===== config.mk =====
export PLATFORM = sky130hd
export DESIGN_NAME = hs2to4_conv
export DESIGN_NICKNAME = d
export VERILOG_FILES = /design/src/rtl/hs2to4_conv.sv
export SDC_FILE = /design/constraint.sdc
export NUM_CORES = 1
export LEC_CHECK = 0
export BUFFER_PORTS_ARGS = -buffer_cell sky130_fd_sc_hd__buf_2
export CAP_MARGIN = 20
export CORE_AREA = 2 2 39 41
export DETAILED_ROUTE_END_ITERATION = 16
export DIE_AREA = 0 0 41 43
export PLACE_DENSITY_LB_ADDON = 0.3
export SKIP_CTS_REPAIR_TIMING = 1
export SLEW_MARGIN = 20
export SYNTH_ARGS = -nofsm -noshare
export SYNTH_HDL_FRONTEND = slang
export SYNTH_SLANG_ARGS = --single-unit

===== constraint.sdc =====
create_clock -name clk -period 3.9 [get_ports clk]
set_clock_uncertainty 0.1 [all_clocks]
set_input_delay 0.585 -clock clk [delete_from_list [all_inputs] [get_ports clk]]
set_output_delay 0.585 -clock clk [all_outputs]
set_load 0.005 [all_outputs]

===== src/rtl/hs2to4_conv.sv =====
module hs2to4_conv (
  input  logic clk,
  input  logic rst_n,
  input  logic up_req,
  output logic up_ack,
  output logic dn_req,
  input  logic dn_ack,
  output logic proto_err
);

  typedef enum logic [1:0] {ST_IDLE, ST_RAISED, ST_LOWERED} phase_t;

  phase_t phase;
  logic   a_seen;
  logic   d_seen;
  logic   a_evt;
  logic   d_evt;

  assign a_evt = up_req != a_seen;
  assign d_evt = dn_ack != d_seen;

  always_ff @(posedge clk or negedge rst_n) begin
    if (!rst_n) begin
      phase     <= ST_IDLE;
      a_seen    <= 1'b0;
      d_seen    <= 1'b0;
      up_ack    <= 1'b0;
      dn_req    <= 1'b0;
      proto_err <= 1'b0;
    end else begin
      d_seen <= dn_ack;
      unique case (phase)
        ST_IDLE: begin
          if (d_evt) proto_err <= 1'b1;
          if (a_evt) begin
            a_seen <= up_req;
            dn_req <= 1'b1;
            phase  <= ST_RAISED;
          end
        end
        ST_RAISED: begin
          if (a_evt) proto_err <= 1'b1;
          if (d_evt) begin
            dn_req <= 1'b0;
            phase  <= ST_LOWERED;
          end
        end
        ST_LOWERED: begin
          if (a_evt) proto_err <= 1'b1;
          if (d_evt) begin
            up_ack <= ~up_ack;
            phase  <= ST_IDLE;
          end
        end
        default: phase <= ST_IDLE;
      endcase
    end
  end

endmodule


==> results of run 1 <==
==> worst paths after layout <==
check	to	cells after the start	startpoint	slack, ns
max	phase[0]	5	phase[1]	2.32
max in group asynchronous	proto_err	1	rst_n	3.48
min in group clk	up_ack	1	up_ack	0.36
min reg2reg	up_ack	1	up_ack	0.36
min	up_ack	1	rst_n	0.06
max reg2reg	phase[0]	5	phase[1]	2.32
==> routing by layer <==
metal,GRT usage (%),up-vias,routed length (um)
li1,-,119,-
met4,12.00,0,0
met2,13.75,6,343
met3,4.712,0,22
met1,8.143,117,247
met5,0,-,0
==> sequential cells by signal, summed over array words and instances (netlist names) <==
| name | cells |
|---|---|
| phase | 2 |
| up_ack | 1 |
| proto_err | 1 |
| d_seen | 1 |
| dn_req | 1 |
| a_seen | 1 |
==> final cells by class <==
type	instances	area share (%)
sequential	7	36.08
multi-input combinational	20	45.10
inverter	4	3.093
tap	16	4.124
clock buffer	4	5.412
timing repair buffer	6	6.186
==> cell usage in the layout (no fill, tap or decap), drive strengths merged <==
cell type,Yosys,routed
buf,0,6
o2bb2ai,2,2
nor2,1,1
nand2,1,1
inv,4,4
xor2,1,1
a21o,1,1
dfrtp,7,7
mux2,3,3
xnor2,2,2
o21bai,1,1
ha,6,6
mux2i,1,1
a21oi,1,1
clkbuf,0,4
==> stage by stage <==
step	hold slack (ns)	total power (uW)	setup slack, ns	cells
finish	0.06099	360.8	2.318	57
global placement	0.3218	293.2	2.269	53
detailed placement	0.3260	298.3	2.252	53
CTS	0.05421	369.3	2.306	57
floorplan	0.1894	260.3	2.440	31
global route	0.05240	396.4	2.222	57
==> power groups by stage <==
stage	Combinational, uW	Clock [uW]	Sequential, uW
after floorplan	139	0	121
after global placement	171	0	123
after detailed placement	174	0	124
after CTS	177	68.3	124
after global routing	193	74.7	129
final	173	64.7	123
==> kinds of logic after synthesis <==
group / Yosys count / synth area share, %
AOI/OAI and AO/OA: 5 / 10.70
xor gates and xnor gates: 3 / 10.09
adders and majority gates: 6 / 18.35
buffers and inverters: 4 / 3.669
DFF: 7 / 42.81
muxes: 4 / 12.54
and+or+nand+nor: 2 / 1.833
==> reports/qor.csv, run 1 <==
stage;metric;value;unit
run_status;status;finished clean;
worst_setup_path;crit path cell chain;inv_1, ha_1, nor2_1, o2bb2ai_2, mux2_4;
finish;n_diodes;0;
global_routing;Tot GR Track Use;9.677;%
finish;Final Cell Area;485.5;sq um
power;Comb pwr share;47.9;%
clock_tree;Root Driver;clkbuf_4;
placement;gpl congestion;0.6863;
detailed_routing;first-pass detailed-route iteration total;2;
sta;Final period util;40.55;%
sta;Slew headroom;84.61;%
worst_setup_path;critical path data arrival time;1.61;ns
worst_setup_path;CP max-delay cell;dfrtp_1;
sta;RSZ-0062 raised after global routing;false;
worst_setup_path;CP Max Fanout;4;
synth;ys flop type;dfrtp_1;
synth;top cell type by total area after synthesis;dfrtp_1;
floorplanning;Initial Util;29.57;%
floorplanning;Die Area;1763;sq um
sta;final count of hold timing violations;0;
clock_tree;H-Tree Depth;1;
global_routing;largest net degree at the start of global routing;8;
finish;Final Util;35.08;%
worst_setup_path;CP Class;flop to flop;
clock_tree;clk slew on worst S/H paths;0.05;ns
synth;synth unique cells;16;
power;internal power;234.3;uW
clock_tree;CTS tree;done;
power;Pwr Density;743.1;nW/um^2
placement;DP Area;459.2;sq um
detailed_routing;WL final;614;um
power;sequential fraction of design power;34.2;%
worst_setup_path;family with the most delay on the worst path;flip-flops;
finish;Final nets;52;
synth;Yosys reg bits;7;
synth;sequential share of the synthesized area;42.81;%
detailed_routing;Remaining DRCs;0;
power;Net Sw Frac;35.07;%
global_routing;first-pass GRT wire length;1.014;mm
min_path;worst min path class;primary input to asynchronous set/reset pin;
synth;share of the synthesized area in the top cell type;42.81;%
worst_setup_path;Critical Path Source Type;flop;
worst_setup_path;CP peak stage delay;0.42;ns
power;clock share of power;17.9;%
floorplanning;row count;14;
job;max-cap violations;0;
placement;Port Buf Inserts;6;
finish;synthesis-to-layout area growth;18.65;%
sta;final setup vio count;0;
synth;number of flops mapped to enable cells by yosys;0;
clock_tree;clk_lat worst skew;0.25;ns
power;Leakage;0.0002416;uW
sta;Max Fclk;632.3;MHz
detailed_routing;DRT iter0 DRCs;2;
synth;Synth area leaders;dfrtp_1 (43%), ha_1 (18%), mux2_4 (7.3%);
floorplanning;Ports;7;
synth;Synth warnings;0;
finish;share of layout cells above drive strength 1;36.59;%
worst_setup_path;Buf/Inv on CP;1;
clock_tree;Max Buffers Root-to-Sink;2;
floorplanning;Die H;43;um
global_routing;vias in the first global route;267;
sta;Slew @ Worst Pin;0.2297;ns
worst_setup_path;CP Capture Type;flop;
synth;syn_area_per_cell;13.20;sq um
synth;synthesized instance count;31;
clock_tree;clock sinks;7;
finish;Sequential Area;175.2;sq um
detailed_routing;Via-to-Cell Ratio;4.246;
synth;dominant cell by count in the synthesized netlist;dfrtp_1;
finish;number of fill cells;145;
global_routing;initial antenna violation count;0;
synth;asr flop ratio synth;100.0;%
power;Max rail drop VDD;0.0001606;V
sta;final setup TNS;0;ns
synth;total nets after synthesis;41;
detailed_routing;Antenna Nets Post-Route;0;
global_routing;grt total ovfl;0;
detailed_routing;Vias;242;
sta;post-layout min period;1.582;ns
clock_tree;Num CTS Buffers;3;
detailed_routing;WL per Instance;10.77;um
worst_setup_path;Worst EP required;3.93;ns
synth;Synth top cells by count;dfrtp_1 (7), ha_1 (6), inv_1 (4), mux2_4 (2);
floorplanning;die width;41;um
power;P_sw;126.5;uW
finish;area of the multi-input gates;219.0;sq um
floorplanning;Core Area;1384;sq um
synth;Mapped Area;409.1;sq um
sta;fin. max-slew vios;0;
(Power assumes the default switching activity.)
==> run 2: changes to the inputs <==
--- a/config.mk
+++ b/config.mk
@@ -5,6 +5,7 @@
 export SDC_FILE = /design/constraint.sdc
 export NUM_CORES = 1
 export LEC_CHECK = 0
+export ABC_AREA = 1
 export BUFFER_PORTS_ARGS = -buffer_cell sky130_fd_sc_hd__buf_2
 export CAP_MARGIN = 20
 export CORE_AREA = 2 2 39 41
==> constraint.sdc (replaced) <==
create_clock -name clk -period 1.4 [get_ports clk]
set_clock_uncertainty 0.1 [all_clocks]
set_input_delay 0.21 -clock clk [delete_from_list [all_inputs] [get_ports clk]]
set_output_delay 0.21 -clock clk [all_outputs]
set_load 0.005 [all_outputs]
==> run 2 against run 1 <==
Effect of this change: combinational power increased to 3.1 times the previous value; maximum frequency increased by 24%; sequential cell count unchanged; non-clock buffer count increased by 3; area after synthesis increased by 9.2%; critical path type unchanged; utilization increased by 4.7 points; power increased to 2.9 times the previous value.
==> reports/qor.csv, run 2 <==
stage;metric;value;unit
synth;Compound-Gate Fraction of Synth Area;5.602;%
synth;number of flops mapped to enable cells by yosys;0;
clock_tree;clk slew on worst S/H paths;0.05;ns
floorplanning;Die H;43;um
sta;Worst Hold Slack;0.01675;ns
clock_tree;Root Driver;clkbuf_4;
finish;Sequential Area;175.2;sq um
worst_setup_path;critical path data arrival time;1.32;ns
placement;gpl congestion;0.7863;
global_routing;largest net degree at the start of global routing;8;
power;Tot Pwr;1051;uW
worst_setup_path;RR Endpoint;phase[1];
sta;fin. max-slew vios;0;
synth;Synth warnings;0;
synth;combinational family with the most area after synthesis;simple AND/OR/NAND/NOR gates;
global_routing;Tot GR Track Use;10.60;%
synth;synthesized instance count;50;
sta;Max Fclk;782.8;MHz
synth;dominant cell by count in the synthesized netlist;nand2_1;
detailed_routing;Vias;342;
worst_setup_path;Worst EP required;1.44;ns
synth;mux cell area share after synthesis;0;%
synth;post-synthesis xor/xnor area fraction;3.641;%
detailed_routing;Antenna Nets Post-Route;0;
floorplanning;Die Area;1763;sq um
power;Pwr Density;1910;nW/um^2
worst_setup_path;Worst R2R Setup Slack;0.12;ns
worst_setup_path;reg2reg path depth;5;
floorplanning;Ports;7;
finish;share of layout cells above drive strength 1;38.10;%
synth;total nets after synthesis;60;
synth;Mapped Area;446.7;sq um
sta;Slew @ Worst Pin;0.1767;ns
power;Leakage;0.0002901;uW
finish;Final nets;74;
floorplanning;Initial Util;32.28;%
synth;top cell type by total area after synthesis;dfrtp_1;
clock_tree;clock sinks;7;
detailed_routing;first-pass detailed-route iteration total;4;
min_path;worst min path class;primary input to flop;
floorplanning;die width;41;um
run_status;status;finished clean;
sta;post-layout min period;1.277;ns
sta;Final period util;91.25;%
global_routing;grt total ovfl;0;
worst_setup_path;end of the critical path;phase[1];
finish;area of the multi-input gates;247.7;sq um
worst_setup_path;crit path from;phase[1];
floorplanning;row count;14;
synth;Synth area leaders;dfrtp_1 (39%), ha_1 (17%), nand2_1 (11%);
worst_setup_path;reg2reg start;phase[1];
sta;final setup vio count;0;
finish;n_diodes;0;
floorplanning;Core Area;1384;sq um
power;Max rail drop VDD;0.0007534;V
synth;Yosys reg bits;7;
synth;sequential share of the synthesized area;39.22;%
sta;final count of hold timing violations;0;
detailed_routing;WL final;729;um
synth;adder-cell share of the synthesized area;16.81;%
placement;Port Buf Inserts;6;
worst_setup_path;Critical Path Source Type;flop;
clock_tree;CTS tree;done;
synth;synth unique cells;14;
synth;Synth Area in Simple Gates;28.85;%
clock_tree;Max Buffers Root-to-Sink;2;
global_routing;vias in the first global route;302;
detailed_routing;Remaining DRCs;0;
worst_setup_path;CP Max Fanout;6;
global_routing;initial antenna violation count;0;
clock_tree;Num CTS Buffers;3;
synth;syn_area_per_cell;8.934;sq um
detailed_routing;DRT iter0 DRCs;3;
synth;share of the synthesized area in the top cell type;39.22;%
synth;ys flop type;dfrtp_1;
worst_setup_path;CP Capture Type;flop;
synth;Synth top cells by count;nand2_1 (13), dfrtp_1 (7), ha_1 (6), nand2_2 (5), nand3_1 (5);
finish;number of fill cells;143;
finish;most frequent cells in the layout;nand2_1 (13), dfrtp_1 (7), buf_2 (6);
clock_tree;H-Tree Depth;1;
sta;RSZ-0062 raised after global routing;false;
synth;asr flop ratio synth;100.0;%
global_routing;first-pass GRT wire length;1.200;mm
placement;DP Wirelength;536.2;um
sta;final setup TNS;0;ns
job;max-cap violations;0;
finish;synthesis-to-layout area growth;23.25;%
worst_setup_path;CP Class;flop to flop;
finish;commonest non-fill, non-tap cell in the layout;nand2_1;
finish;max reg flops;2;
sta;Slew headroom;88.22;%
clock_tree;clk_lat worst skew;0.25;ns
finish;Most flops, register;phase;
detailed_routing;Via-to-Cell Ratio;4.329;
detailed_routing;WL per Instance;9.228;um
==> run 2: cell types whose count changed after synthesis, sizes merged, moves of 2 or more <==
cell / previous run / this run
o2bb2ai: 2 / 0
nand2: 1 / 18
inv: 4 / 7
mux2: 3 / 0
nand3: 0 / 6
o21ai: 0 / 2
==> run 2: area by class of cell <==
class / count / share of cell area [%]
Clock buffer: 4 / 4.773
Inverter: 7 / 4.773
Multi-Input combinational cell: 36 / 45.00
Sequential cell: 7 / 31.82
Tap cell: 16 / 3.636
Timing Repair Buffer: 9 / 10.00
==> run 2: how the worst min path moves through the flow <==
stage / from / to / slack, ns / depth (start not counted)
after floorplan: rst_n / a_seen / -0.19 / 0
after global placement: rst_n / up_ack / -0.04 / 1
after detailed placement: rst_n / d_seen / -0.04 / 1
after CTS: rst_n / up_ack / -0.31 / 1
after global routing: dn_ack / d_seen / 0.02 / 1
final: dn_ack / d_seen / 0.02 / 1
==> run 2: metal layers <==
layer / vias to the layer above / global-route usage [%] / wire length (um) / share of wire [%]
li1: 186 / - / - / -
met1: 141 / 15.03 / 379 / 52
met2: 11 / 12.81 / 274 / 38
met3: 4 / 3.141 / 50 / 6.9
met4: 0 / 8.000 / 24 / 3.3
met5: - / 0 / 0 / 0
==> run 2: kinds of logic (layout without fill, tap and decap cells) <==
| group | Yosys count | in the layout |
|---|---|---|
| DFF | 7 | 7 |
| AOI/OAI and AO/OA | 3 | 3 |
| buffers and inverters | 7 | 20 |
| and+or+nand+nor | 26 | 26 |
| adders and majority gates | 6 | 6 |
| xor gates and xnor gates | 1 | 1 |
==> run 2: critical path, cell delays in order, from the launching register on <==
cell and delay, ns:
dfrtp_1 0.39, inv_1 0.13, ha_2 0.25, nand3_2 0.14, nand3_1 0.11, nand2_1 0.05
==> run 2: where the power goes <==
group          internal (uW)  switching, uW
sequential               279           50.6
combinational            252            283
clock                    109           77.9
total                    640            411
==> run 2: per-stage QoR <==
step / cells / util, % / setup slack (ns) / area [sq um]
floorplan: 50 / - / 0.1304 / 446.7
global placement: 74 / 36.98 / 0.1126 / 511.7
detailed placement: 74 / 36.98 / 0.08272 / 511.7
CTS: 78 / 38.88 / 0.06533 / 538.0
global route: 79 / 39.78 / 0.004256 / 550.5
finish: 79 / 39.78 / 0.1226 / 550.5
